**config.mk**
```make
export PLATFORM = sky130hd
export DESIGN_NAME = cfg_stream_rom
export DESIGN_NICKNAME = d
export VERILOG_FILES = /design/src/rtl/cfg_rom_pkg.sv /design/src/rtl/cfg_gate.sv /design/src/rtl/cfg_counter.sv /design/src/rtl/cfg_array.sv /design/src/rtl/cfg_stream_rom.sv
export SDC_FILE = /design/constraint.sdc
export NUM_CORES = 1
export LEC_CHECK = 0
export ABC_AREA = 1
export BUFFER_PORTS_ARGS = -buffer_cell sky130_fd_sc_hd__buf_2
export CAP_MARGIN = 5
export CORE_ASPECT_RATIO = 0.9
export CORE_MARGIN = 2
export CORE_UTILIZATION = 44
export CTS_CLUSTER_DIAMETER = 200
export CTS_CLUSTER_SIZE = 40
export DETAILED_ROUTE_END_ITERATION = 10
export PLACE_DENSITY = 0.82
export SLEW_MARGIN = 20
export SYNTH_ARGS = -nofsm -noshare
export SYNTH_HDL_FRONTEND = slang
export SYNTH_SLANG_ARGS = --single-unit
```
**constraint.sdc**
```tcl
create_clock -name clk -period 1.31 [get_ports clk]
set_input_delay 0.0655 -clock clk [delete_from_list [all_inputs] [get_ports clk]]
set_output_delay 0.0655 -clock clk [all_outputs]
set_load 0.1 [all_outputs]
```
**src/rtl/cfg_rom_pkg.sv**
```systemverilog
package cfg_rom_pkg;
  // contents of byte a for a given seed
  function automatic logic [7:0] cell_value(int unsigned a, logic [7:0] seed);
    int unsigned mix;
    mix = (a * 29 + int'(seed)) % 256;
    return 8'(mix) ^ 8'(a >> 1);
  endfunction

  // enable pattern for the selected width
  function automatic logic [7:0] lane_mask(logic par);
    return par ? 8'hFF : 8'h01;
  endfunction
endpackage

```
**src/rtl/cfg_gate.sv**
```systemverilog
module cfg_gate (
  input  logic ce_n,
  input  logic oe_rst,
  input  logic rst_pol_hi,
  input  logic busy,
  input  logic past_tc,
  output logic clr,
  output logic adv,
  output logic drive,
  output logic ce_out_n,
  output logic standby
);
  logic rst_act;
  logic active;

  assign rst_act  = rst_pol_hi ? oe_rst : ~oe_rst;
  assign active   = ~ce_n & ~rst_act;
  assign clr      = ~active;
  assign adv      = active & ~past_tc & ~busy;
  assign drive    = active & ~past_tc;
  assign ce_out_n = ~(active & past_tc);
  assign standby  = ce_n;
endmodule

```
**src/rtl/cfg_counter.sv**
```systemverilog
module cfg_counter #(
  parameter int DEPTH = 8
) (
  input  logic                clk,
  input  logic                clr,
  input  logic                adv,
  input  logic                par_mode,
  output logic [$clog2(DEPTH > 1 ? DEPTH : 2)-1:0] byte_addr,
  output logic [2:0]          bit_idx,
  output logic                past_tc
);
  localparam int AW = $clog2(DEPTH > 1 ? DEPTH : 2);
  localparam logic [AW-1:0] LAST = AW'(DEPTH - 1);

  logic at_tc;
  logic byte_done;

  assign byte_done = par_mode | (bit_idx == 3'd7);
  assign at_tc     = (byte_addr == LAST) & byte_done;

  always_ff @(posedge clk or posedge clr) begin
    if (clr) begin
      byte_addr <= '0;
      bit_idx   <= '0;
      past_tc   <= 1'b0;
    end else if (adv) begin
      if (at_tc) begin
        past_tc <= 1'b1;
      end else if (byte_done) begin
        byte_addr <= byte_addr + 1'b1;
        bit_idx   <= '0;
      end else begin
        bit_idx <= bit_idx + 3'd1;
      end
    end
  end

  AST_PAST_TC_STICKY: assert property (@(posedge clk) disable iff (clr)
    past_tc |=> past_tc) else $error("past terminal count left");

  AST_HOLD_NO_ADVANCE: assert property (@(posedge clk) disable iff (clr)
    !adv |=> $stable({byte_addr, bit_idx, past_tc})) else $error("position moved without advance");

  AST_SERIAL_STEP: assert property (@(posedge clk) disable iff (clr)
    (adv && !par_mode && bit_idx != 3'd7) |=> (bit_idx == $past(bit_idx) + 3'd1)) else $error("serial bit step wrong");
endmodule

```
**src/rtl/cfg_array.sv**
```systemverilog
module cfg_array
  import cfg_rom_pkg::*;
#(
  parameter int          DEPTH = 8,
  parameter logic [7:0]  SEED  = 8'h5A
) (
  input  logic [$clog2(DEPTH > 1 ? DEPTH : 2)-1:0] byte_addr,
  input  logic [2:0]   bit_idx,
  input  logic         par_mode,
  input  logic         drive,
  output logic [7:0]   dout,
  output logic [7:0]   dout_en
);
  logic [7:0] cells [DEPTH];
  logic [7:0] cur;
  logic       sel_bit;

  for (genvar g = 0; g < DEPTH; g++) begin : g_cell
    assign cells[g] = cell_value(g, SEED);
  end

  assign cur     = cells[byte_addr];
  assign sel_bit = cur[3'd7 - bit_idx];

  always_comb begin
    if (!drive) begin
      dout    = '0;
      dout_en = '0;
    end else begin
      dout    = par_mode ? cur : {7'b0, sel_bit};
      dout_en = lane_mask(par_mode);
    end
  end
endmodule

```
**src/rtl/cfg_stream_rom.sv**
```systemverilog
module cfg_stream_rom #(
  parameter int         DEPTH = 8,
  parameter logic [7:0] SEED  = 8'h5A
) (
  input  logic       clk,
  input  logic       ce_n,
  input  logic       oe_rst,
  input  logic       rst_pol_hi,
  input  logic       busy,
  input  logic       par_mode,
  output logic       ce_out_n,
  output logic [7:0] dout,
  output logic [7:0] dout_en,
  output logic       standby
);
  localparam int AW = $clog2(DEPTH > 1 ? DEPTH : 2);

  logic          clr, adv, drive, past_tc;
  logic [AW-1:0] byte_addr;
  logic [2:0]    bit_idx;

  cfg_gate u_gate (
    .ce_n(ce_n), .oe_rst(oe_rst), .rst_pol_hi(rst_pol_hi), .busy(busy),
    .past_tc(past_tc), .clr(clr), .adv(adv), .drive(drive),
    .ce_out_n(ce_out_n), .standby(standby)
  );

  cfg_counter #(.DEPTH(DEPTH)) u_count (
    .clk(clk), .clr(clr), .adv(adv), .par_mode(par_mode),
    .byte_addr(byte_addr), .bit_idx(bit_idx), .past_tc(past_tc)
  );

  cfg_array #(.DEPTH(DEPTH), .SEED(SEED)) u_array (
    .byte_addr(byte_addr), .bit_idx(bit_idx), .par_mode(par_mode),
    .drive(drive), .dout(dout), .dout_en(dout_en)
  );

  always_comb begin
    if (ce_n) begin
      AST_FLOAT_IN_STANDBY: assert (dout_en == 8'h00 && ce_out_n) else $error("driven while deselected");
    end
    if (!par_mode) begin
      AST_SERIAL_ONE_PIN: assert ((dout_en & 8'hFE) == 8'h00) else $error("serial drives upper bits");
    end
    if (!ce_out_n) begin
      AST_HANDOFF_RELEASES: assert (dout_en == 8'h00) else $error("bus driven after handoff");
    end
  end
endmodule

```
==> results_tabular.tex, run 1 <==
\begin{tabular}{lr}
\hline
Metric & Value \\
\hline
\multicolumn{2}{l}{\textbf{Clock tree}} \\
\quad Number of hold buffers added after CTS & 0 \\
\quad Maximum buffer depth of the clock tree & 2 \\
\quad H-tree depth reported by CTS & 1 \\
\quad CTS buffer count & 3 \\
\quad Cells resized by post-CTS repair & 23 \\
\quad Clock root cell & sky130\_fd\_sc\_hd\_\_clkbuf\_4 \\
\quad Clock sinks & 7 \\
\quad Post-CTS repair timing setup buffer count & 9 \\
\multicolumn{2}{l}{\textbf{Floorplan}} \\
\quad Initial cell density of the core & about half \\
\quad Ports placed on the boundary & 24 \\
\quad Vertical extent of the die & 42.4 um \\
\quad Die Wd & 46.7 um \\
\quad Row Count & 13 \\
\multicolumn{2}{l}{\textbf{Run status}} \\
\quad Failed at & clock tree synthesis \\
\quad Run Error & [ERROR DPL-0038] Utilization greater than 100\%, impossible to legalize \\
\quad Run status & aborted with a tool error \\
\multicolumn{2}{l}{\textbf{Synthesis}} \\
\quad Synth Register Bits & 7 \\
\quad Total nets after synthesis & 116 \\
\quad Synthesis warning total & 0 \\
\quad Post-Synthesis Mean Instance Area & about 7.1 um\^{}2 \\
\quad Proportion of synthesized chip area in sequential cells & 24.3\% \\
\quad Syn Std Cell Area & 722 um\^{}2 \\
\quad Number of unique standard cell types used by synthesis & 19 \\
\quad Post-Synthesis Cells & between 100 and 150 \\
\multicolumn{2}{l}{\textbf{Place}} \\
\quad Detailed Place HPWL & 2180 um \\
\quad \# placed instances & around 160 \\
\quad Gp weighted congestion & about 0.76 \\
\quad Placed cell areas & between 0.001 and 0.0015 mm\^{}2 \\
\quad Count of input and output buffers & 23 \\
\hline
\end{tabular}
[kinds of logic after synthesis]
group	share of synthesized area, %
simple gates	39.3
compound gates	5.72
flops	24.3
fa+ha+maj	13.9
buf+inv	16.8
[Yosys cell counts (all sizes together)]
| cell type | instances | area, um^2 |
|---|---|---|
| nand4 | 1 | 21.3 |
| o21ai | 3 | 18.8 |
| nand2 | 33 | 144 |
| nor2 | 10 | 58.8 |
| inv | 15 | 56.3 |
| dfrtp | 7 | 175 |
| clkinv | 1 | 5.00 |
| buf | 8 | 60.1 |
| nand3 | 12 | 60.1 |
| o31ai | 1 | 7.51 |
| ha | 8 | 100 |
| a21oi | 3 | 15.0 |
[through the flow]
| step | setup WS (ps) | TNS (ps) | hold WS, ps |
|---|---|---|---|
| 3_5_place_dp | -279 | -1510 | 356 |
| 3_3_place_gp | -165 | -761 | 260 |
| 2_1_floorplan | -176 | -813 | 77.6 |
==> run 2, diff against run 1 <==
Settings changed: CORE_AREA set to 2 2 63 65, CORE_ASPECT_RATIO 0.9 to not set, CORE_MARGIN 2 to not set, CORE_UTILIZATION 44 to not set, CTS_CLUSTER_DIAMETER 200 to not set, CTS_CLUSTER_SIZE 40 to not set, DIE_AREA set to 0 0 65 67, PLACE_DENSITY 0.82 to not set, PLACE_DENSITY_LB_ADDON set to 0.15.
Clock period 1.31 ns to 1.7 ns, I/O delays scaled along.
==> run 2 against run 1 <==
Effect of this change:
- area after synthesis did not move
- the flow now finishes without violations
- synthesized cell count unchanged
==> results_tabular.tex, run 2 <==
\begin{tabular}{lr}
\hline
Metric & Value \\
\hline
\multicolumn{2}{l}{\textbf{Detailed routing}} \\
\quad WL met1 & 779 um \\
\quad Routed length per placed instance & 10.3 um \\
\quad Number of nets with antenna violations after detailed routing & 0 \\
\quad Wire length on met2 & 877 um \\
\quad Average via count per standard cell & 4.06 \\
\quad Number of optimization iterations in the first detailed-route pass & 4 \\
\quad Via count & 715 \\
\quad Total routed wirelength & 1820 um \\
\quad Highest routed layer & met4 \\
\quad Sum of met3 wire segment lengths after detailed routing & 104 um \\
\quad Number of DRC violations after detailed routing & 0 \\
\quad Violation count after the first detailed-route iteration & 11 \\
\multicolumn{2}{l}{\textbf{GRT}} \\
\quad First-pass GRT wire length & 3310 um \\
\quad Overflow after GRT & 0 \\
\quad Largest net degree at the start of global routing & 9 \\
\quad Number of global-route vias before repair & 773 \\
\quad All-layer global routing usage & 9.71\% \\
\quad Antenna violations before repair & 0 \\
\multicolumn{2}{l}{\textbf{Place}} \\
\quad Post-Place Setup Slack & 75.2 ps (+354 ps) \\
\quad Placed cell areas & 0.00112 mm\^{}2 (-19\%) \\
\quad Detailed Place HPWL & 1470 um (-33\%) \\
\quad Count of input and output buffers & 23 (unchanged) \\
\quad Gp weighted congestion & 0.729 (-4.6\%) \\
\multicolumn{2}{l}{\textbf{Clock tree}} \\
\quad Clock root cell & sky130\_fd\_sc\_hd\_\_clkbuf\_8 \\
\quad TritonCTS clock tree & built \\
\quad Maximum buffer depth of the clock tree & 2 (unchanged) \\
\quad Worst skew pair latency & 230 ps \\
\quad Clock sinks & 7 (unchanged) \\
\quad CTS buffer count & 3 (unchanged) \\
\quad Clock-pin transition on the worst setup and hold timing paths & 40 ps \\
\quad H-tree depth reported by CTS & 1 (unchanged) \\
\multicolumn{2}{l}{\textbf{Setup path}} \\
\quad Series of cell instances along the critical path & buf\_6 -> ha\_1 -> inv\_1 -> nand2\_2 -> nand3\_1 -> nand3\_1 -> nand2\_1 -> nand3\_2 -> nand2\_4 -> buf\_12 \\
\quad Data arrival time of the worst path & 1600 ps \\
\quad Class of the most critical setup path & reg2out \\
\quad Critical-path top delay cell & sky130\_fd\_sc\_hd\_\_dfrtp\_1 \\
\quad R2r setup slk & 230 ps \\
\quad Data required time of the critical path & 1620 ps \\
\quad Max incr delay on CP & 390 ps \\
\quad Nature of the critical path endpoint & output pin \\
\quad Startpoint type of the worst setup path & flop \\
\quad Peak fanout along the critical path & 4 \\
\quad Cell repeated most along the worst path & sky130\_fd\_sc\_hd\_\_nand3\_1 \\
\multicolumn{2}{l}{\textbf{STA}} \\
\quad Worst slew margin relative to its limit & 67.6\% \\
\quad Tightest hold margin & 25.7 ps \\
\quad Final hold viol count & 0 \\
\quad Count of final max-slew check failures & 0 \\
\quad F\_max & between 0.5 and 0.6 GHz \\
\quad Final Critical Period & approximately 1700 ps \\
\quad Slew at the pin closest to its max-slew limit & just under 500 ps \\
\quad Setup repair after global routing missed its margin & true \\
\quad Share of the cycle needed by the critical path after routing & 98.8\% \\
\quad Worst setup slack after layout & roughly 20 ps \\
\quad Final number of setup-violating endpoints & 0 \\
\quad Clk\_skew & 0.848 ps \\
\multicolumn{2}{l}{\textbf{Worst hold path}} \\
\quad Hold crit path type & in2async \\
\multicolumn{2}{l}{\textbf{Synthesis}} \\
\quad Synthesis warning total & 0 (unchanged) \\
\quad Most used flip-flop cell after synthesis & sky130\_fd\_sc\_hd\_\_dfrtp\_1 \\
\quad Library cell with the highest instance count after synthesis & sky130\_fd\_sc\_hd\_\_nand2\_1 \\
\quad Synth async-reset ratio & 100\% (unchanged) \\
\quad Total nets after synthesis & 116 (unchanged) \\
\quad Top cell type's share of synthesized area & 24.3\% (unchanged) \\
\quad Post-Synthesis Mean Instance Area & 7.08 um\^{}2 (unchanged) \\
\quad Post-synthesis cell type with the largest combined area & sky130\_fd\_sc\_hd\_\_dfrtp\_1 \\
\quad Number of flops mapped to enable cells by yosys & 0 (unchanged) \\
\quad Proportion of synthesized chip area in sequential cells & 24.3\% (unchanged) \\
\quad Most area-consuming cells after synthesis & sky130\_fd\_sc\_hd\_\_dfrtp\_1, sky130\_fd\_sc\_hd\_\_nand2\_1, sky130\_fd\_sc\_hd\_\_ha\_1 \\
\quad Synth Register Bits & 7 (unchanged) \\
\quad Post-Synthesis Cells & 102 (unchanged) \\
\quad Ranking of synthesized cells by instance count & sky130\_fd\_sc\_hd\_\_nand2\_1, sky130\_fd\_sc\_hd\_\_inv\_1, sky130\_fd\_sc\_hd\_\_nand3\_1 \\
\quad Syn Std Cell Area & 722 um\^{}2 (unchanged) \\
\quad Number of unique standard cell types used by synthesis & 19 (unchanged) \\
\multicolumn{2}{l}{\textbf{Run status}} \\
\quad Run status & complete, no violations \\
\multicolumn{2}{l}{\textbf{Pwr}} \\
\quad Static Leak & a little over 0.0006 uW \\
\quad Largest voltage drop on the vdd net & just under 0.3 mV \\
\quad Power density over cell area & 370 mW/mm\^{}2 \\
\multicolumn{2}{l}{\textbf{Floorplan}} \\
\quad Die area & 0.00436 mm\^{}2 \\
\quad Initial cell density of the core & 20.0\% (-28 points) \\
\quad Die Wd & 65 um (+39\%) \\
\quad Ports placed on the boundary & 24 (unchanged) \\
\quad Vertical extent of the die & 67 um (+58\%) \\
\quad Core area & about 0.0036 mm\^{}2 \\
\quad Row Count & 22 (+9) \\
\multicolumn{2}{l}{\textbf{Finish}} \\
\quad Fraction of layout instances using a drive strength above 1 & between 40 and 50\% \\
\quad Most frequent cells in the layout & sky130\_fd\_sc\_hd\_\_nand2\_1, sky130\_fd\_sc\_hd\_\_buf\_12, sky130\_fd\_sc\_hd\_\_inv\_1, sky130\_fd\_sc\_hd\_\_nand3\_1, sky130\_fd\_sc\_hd\_\_buf\_2 \\
\quad Antenna cells & 0 \\
\quad Cell area after layout & 0.00124 mm\^{}2 \\
\quad Final \#Nets & about 140 \\
\quad FF+latch area & roughly 180 um\^{}2 \\
\quad Area of the multi-input gates & $\sim$490 um\^{}2 \\
\quad Top Registers & u\_count.bit\_idx x3, u\_count.byte\_addr x3, u\_count.past\_tc x1 \\
\quad Area added between synthesis and finish & 72.3\% \\
\quad Most common cell after layout, fill and taps aside & sky130\_fd\_sc\_hd\_\_nand2\_1 \\
\quad Fillers & 373 \\
\multicolumn{2}{l}{\textbf{Job}} \\
\quad Max-cap violation count & 0 \\
\hline
\end{tabular}
-- run 2: critical path, delay by kind of cell, from the launching register on --
family | cells | cell delay, ps
buffers and inverters | 3 | 360
and+or+nand+nor | 6 | 420
DFF | 1 | 390
adders and majority gates | 1 | 180
-- run 2: metal layers --
metal / vias to the layer above / global-route usage [%]
met5: - / 0
met2: 19 / 17.0
met3: 5 / 2.03
li1: 367 / -
met4: 0 / 6.38
met1: 324 / 10.6
-- run 2: final timing paths --
kind                                       from                   end  cells past startpoint
max in group asynchronous                oe_rst  u_count.byte_addr[0]                      4
setup / recovery           u_count.byte_addr[0]               dout[0]                     10
min in group clk                           busy       u_count.past_tc                      2
hold reg to reg                 u_count.past_tc       u_count.past_tc                      2
setup reg to reg             u_count.bit_idx[0]  u_count.byte_addr[1]                      7
hold / removal                       rst_pol_hi    u_count.bit_idx[2]                      5
-- run 2: stage by stage --
step | util (%) | setup TNS [ps] | power (uW) | cells
floorplan | - | -1740 | 207 | 102
global placement | 31.2 | 0 | 221 | 169
detailed placement | 31.2 | 0 | 222 | 169
CTS | 33.9 | 0 | 464 | 175
global route | 34.5 | -91.5 | 474 | 176
finish | 34.5 | 0 | 460 | 176
-- run 2: logic make-up (layout without fill, tap and decap cells) --
logic type / after synthesis / in the layout / share of synthesized area (%)
adders and majority gates: 8 / 8 / 13.9
AOI/OAI and AO/OA: 7 / 7 / 5.72
buffers and inverters: 24 / 50 / 16.8
DFF: 7 / 7 / 24.3
and+or+nand+nor: 56 / 56 / 39.3
-- run 2: what timing repair did --
item,CTS,global route
hold buffers,0,0
buffers inserted,2,1
gates cloned,0,0
pin swaps,4,5
endpoints found under the setup margin,2,1
hold endpoints to repair,0,0
gates resized for setup,10,5
-- run 2: final cells by class --
| class | count | area share, % |
|---|---|---|
| well taps | 48 | 4.83 |
| flip-flops and latches | 7 | 14.1 |
| inverters | 16 | 5.13 |
| clock buffers | 4 | 3.62 |
| multi-input cells | 71 | 39.4 |
| repair buffers | 30 | 32.9 |
-- run 2: power by group --
group          total, uW  internal, uW  switching, uW
combinational       51.8          9.27           42.5
sequential           167           167              0
clock                240           163           77.7
total                460           339            120
Power figures use the tool's default switching activity.
==> run 3, diff against run 2 <==
Settings changed: ABC_AREA 1 to not set.
==> run 3 against run 2 <==
Effect of this change:
- sequential share of layout area fell by 2.2 points
- register-to-register slack got worse by 210 ps
- non-clock buffer count rose by 19
- via count fell by 5.9%
- core utilization rose by 6.9 points
- first-iteration DRC count fell by 73%
- the run now ends with negative setup slack left
- setup slack got worse by 280 ps
- highest routed layer unchanged
- sequential power rose by 110%
- routed wire length rose by 6.1%
- global-route usage fell by 0.60 points
- final cell count fell by 5.7%
==> results_tabular.tex, run 3 <==
\begin{tabular}{lr}
\hline
Metric & Value \\
\hline
\multicolumn{2}{l}{\textbf{Synthesis}} \\
\quad Number of flops mapped to enable cells by yosys & 0 (unchanged) \\
\quad Library cell with the highest instance count after synthesis & sky130\_fd\_sc\_hd\_\_nor2\_1 \\
\quad Total nets after synthesis & 88 (-24\%) \\
\quad Top cell type's share of synthesized area & 26.5\% (+2.2 points) \\
\quad Synth Register Bits & 7 (unchanged) \\
\quad Most used flip-flop cell after synthesis & sky130\_fd\_sc\_hd\_\_dfrtp\_1 \\
\quad Post-synthesis cell type with the largest combined area & sky130\_fd\_sc\_hd\_\_dfrtp\_1 \\
\quad Post-Synthesis Mean Instance Area & 8.94 um\^{}2 (+26\%) \\
\quad Syn Std Cell Area & 662 um\^{}2 (-8.3\%) \\
\quad Proportion of synthesized chip area in sequential cells & 26.5\% (+2.2 points) \\
\quad Synth async-reset ratio & 100\% (unchanged) \\
\quad Ranking of synthesized cells by instance count & sky130\_fd\_sc\_hd\_\_nor2\_1, sky130\_fd\_sc\_hd\_\_buf\_4, sky130\_fd\_sc\_hd\_\_ha\_1 \\
\quad Synthesis warning total & 0 (unchanged) \\
\quad Number of unique standard cell types used by synthesis & 24 (+5) \\
\quad Most area-consuming cells after synthesis & sky130\_fd\_sc\_hd\_\_dfrtp\_1, sky130\_fd\_sc\_hd\_\_ha\_1, sky130\_fd\_sc\_hd\_\_buf\_4 \\
\quad Post-Synthesis Cells & 74 (-27\%) \\
\multicolumn{2}{l}{\textbf{Floorplan}} \\
\quad Die Wd & 65 um (unchanged) \\
\quad Core area & 0.00361 mm\^{}2 (unchanged) \\
\quad Vertical extent of the die & 67 um (unchanged) \\
\quad Ports placed on the boundary & 24 (unchanged) \\
\quad Row Count & 22 (unchanged) \\
\quad Die area & 0.00436 mm\^{}2 (unchanged) \\
\quad Initial cell density of the core & 18.4\% (-1.7 points) \\
\multicolumn{2}{l}{\textbf{GRT}} \\
\quad Largest net degree at the start of global routing & 8 (-1) \\
\quad All-layer global routing usage & 9.11\% (-0.60 points) \\
\quad Overflow after GRT & 0 (unchanged) \\
\quad Antenna violations before repair & 0 (unchanged) \\
\quad First-pass GRT wire length & 3070 um (-7.3\%) \\
\quad Number of global-route vias before repair & 669 (-13\%) \\
\multicolumn{2}{l}{\textbf{Detailed routing}} \\
\quad Total routed wirelength & 1930 um (+6.1\%) \\
\quad Number of DRC violations after detailed routing & 0 (unchanged) \\
\quad Violation count after the first detailed-route iteration & 3 (-8) \\
\quad Number of optimization iterations in the first detailed-route pass & 4 (unchanged) \\
\quad Number of nets with antenna violations after detailed routing & 0 (unchanged) \\
\quad Routed length per placed instance & 11.6 um (+12\%) \\
\quad Average via count per standard cell & 4.05 (-0.20\%) \\
\quad Via count & 673 (-5.9\%) \\
\multicolumn{2}{l}{\textbf{STA}} \\
\quad Setup repair after global routing missed its margin & true \\
\quad Clk\_skew & 1.31 ps (+0.463 ps) \\
\quad Tightest hold margin & 28.9 ps (+3.20 ps) \\
\quad Share of the cycle needed by the critical path after routing & 116\% (+17 points) \\
\quad Worst setup slack after layout & -265 ps (-285 ps) \\
\quad Final hold viol count & 0 (unchanged) \\
\quad Count of final max-slew check failures & 0 (unchanged) \\
\quad Worst slew margin relative to its limit & 67.9\% (+0.26 points) \\
\quad F\_max & 0.509 GHz (-14\%) \\
\quad Final Critical Period & 1960 ps (+285 ps) \\
\quad Slew at the pin closest to its max-slew limit & 485 ps (-3.91 ps) \\
\quad Final number of setup-violating endpoints & 1 (+1) \\
\multicolumn{2}{l}{\textbf{Setup path}} \\
\quad Startpoint type of the worst setup path & flop \\
\quad Critical-path top delay cell & sky130\_fd\_sc\_hd\_\_dfrtp\_1 \\
\quad Class of the most critical setup path & reg2out \\
\quad Data required time of the critical path & 1620 ps (about the same) \\
\quad Max incr delay on CP & 400 ps (about the same) \\
\quad Series of cell instances along the critical path & inv\_2 -> ha\_4 -> xnor2\_4 -> nor3b\_4 -> nor3\_4 -> a2111oi\_4 -> buf\_12 \\
\quad Data arrival time of the worst path & 1880 ps (+280 ps) \\
\quad Peak fanout along the critical path & 3 (-1) \\
\quad Nature of the critical path endpoint & output pin \\
\multicolumn{2}{l}{\textbf{Finish}} \\
\quad Most common cell after layout, fill and taps aside & sky130\_fd\_sc\_hd\_\_buf\_4 \\
\quad Utilization after layout & 41.4\% (+6.9 points) \\
\quad Top Registers & u\_count.bit\_idx x3, u\_count.byte\_addr x3, u\_count.past\_tc x1 \\
\quad Most frequent cells in the layout & sky130\_fd\_sc\_hd\_\_buf\_4, sky130\_fd\_sc\_hd\_\_buf\_12, sky130\_fd\_sc\_hd\_\_buf\_2 \\
\quad Area added between synthesis and finish & 126\% \\
\quad Fraction of layout instances using a drive strength above 1 & 74.6\% (+27 points) \\
\quad Final \#Nets & 133 (-7.0\%) \\
\quad Antenna cells & 0 (unchanged) \\
\quad Fillers & 334 (-10\%) \\
\multicolumn{2}{l}{\textbf{Pwr}} \\
\quad Largest voltage drop on the vdd net & 0.740 mV (+160\%) \\
\quad Power density over cell area & 1880 mW/mm\^{}2 (+410\%) \\
\quad Total power consumption of the routed design & 2810 uW (+510\%) \\
\quad Static Leak & 0.000610 uW (-0.86\%) \\
\multicolumn{2}{l}{\textbf{Job}} \\
\quad Max-cap violation count & 0 (unchanged) \\
\multicolumn{2}{l}{\textbf{Clock tree}} \\
\quad Clock root cell & sky130\_fd\_sc\_hd\_\_clkbuf\_8 \\
\quad Clock sinks & 7 (unchanged) \\
\quad TritonCTS clock tree & built \\
\quad Maximum buffer depth of the clock tree & 2 (unchanged) \\
\quad Clock-pin transition on the worst setup and hold timing paths & 40 ps (about the same) \\
\quad H-tree depth reported by CTS & 1 (unchanged) \\
\quad Worst skew pair latency & 230 ps (about the same) \\
\quad CTS buffer count & 3 (unchanged) \\
\multicolumn{2}{l}{\textbf{Run status}} \\
\quad Violated checks & negative setup slack \\
\quad Run status & finished with violations \\
\multicolumn{2}{l}{\textbf{Place}} \\
\quad Detailed Place HPWL & 1430 um (-2.1\%) \\
\quad Count of input and output buffers & 23 (unchanged) \\
\quad Gp weighted congestion & 0.740 (+1.5\%) \\
\quad Post-Place Setup Slack & -240 ps (-315 ps) \\
\multicolumn{2}{l}{\textbf{Worst hold path}} \\
\quad Hold crit path type & in2async \\
\hline
\end{tabular}
## run 3: cell count changes after synthesis, moves of 3 or more
cell,change
sky130_fd_sc_hd__xnor2_1,+3
sky130_fd_sc_hd__nand3_1,-10
sky130_fd_sc_hd__nor2_1,+5
sky130_fd_sc_hd__nand2_1,-25
sky130_fd_sc_hd__inv_1,-7
## run 3: routing by layer
layer | GRT usage [%] | vias to the layer above | share of wire [%]
met3 | 2.20 | 4 | 5.1
met4 | 3.99 | 0 | 1.1
met1 | 10.1 | 318 | 40
met5 | 0 | - | 0
li1 | - | 333 | -
met2 | 16.5 | 18 | 54
## run 3: worst paths after layout
path                                              to  cells after the start                 start  slack (ps)
worst max register to register  u_count.byte_addr[2]                      5  u_count.byte_addr[0]          20
worst min-delay path            u_count.byte_addr[1]                      4                oe_rst          30
worst min register to register       u_count.past_tc                      1       u_count.past_tc         580
worst max-delay path                         dout[0]                      7  u_count.byte_addr[1]        -260
max in group asynchronous         u_count.bit_idx[0]                      4                  ce_n        1040
min in group clk                     u_count.past_tc                      4                  busy         220
## run 3: area by class of cell
class	count	area [um^2]	area share [%]
Multi-Input combinational cell	51	618	41.4
Timing Repair Buffer	49	562	37.6
Sequential cell	7	178	11.9
Tap cell	48	60.1	4.02
Clock buffer	4	45.0	3.02
Inverter	7	30.0	2.01
## run 3: cells by family after synthesis
| logic type | after synthesis | synth area share (%) |
|---|---|---|
| buf+inv | 16 | 14.2 |
| simple gates | 26 | 22.7 |
| compound gates | 11 | 12.1 |
| xor+xnor | 3 | 3.97 |
| flops | 7 | 26.5 |
| fa+ha+maj | 8 | 15.1 |
| mux | 3 | 5.48 |
## run 3: worst max-delay path: cells and delay by family (launching register included)
| kind | cells | cell delay [ps] |
|---|---|---|
| AOI/OAI and AO/OA | 1 | 260 |
| xor gates and xnor gates | 1 | 140 |
| adders and majority gates | 1 | 230 |
| buffers and inverters | 2 | 320 |
| DFF | 1 | 400 |
| and+or+nand+nor | 2 | 300 |
## run 3: timing repair
| action | in CTS | in global routing |
|---|---|---|
| pin swaps | 8 | 7 |
| gates resized for setup | 19 | 22 |
| endpoints found under the hold margin | 7 | 0 |
| setup endpoints to repair | 7 | 10 |
| gates cloned | 0 | 0 |
| hold buffers | 1 | 0 |
| setup buffers | 2 | 6 |
## run 3: power breakdown
group / leakage (uW) / switching (uW) / internal (uW)
clock network: 0.0000228 / 77.0 / 163
registers: 0.0000869 / 109 / 246
logic: 0.000501 / 1140 / 1070
## run 3: per-stage QoR
step	area, um^2	TNS (ps)	instances
after detailed placement	1180	-249	154
after global placement	1180	-255	154
final	1490	-265	166
after floorplan	734	-2530	74
after global routing	1490	-461	166
after CTS	1350	-360	160
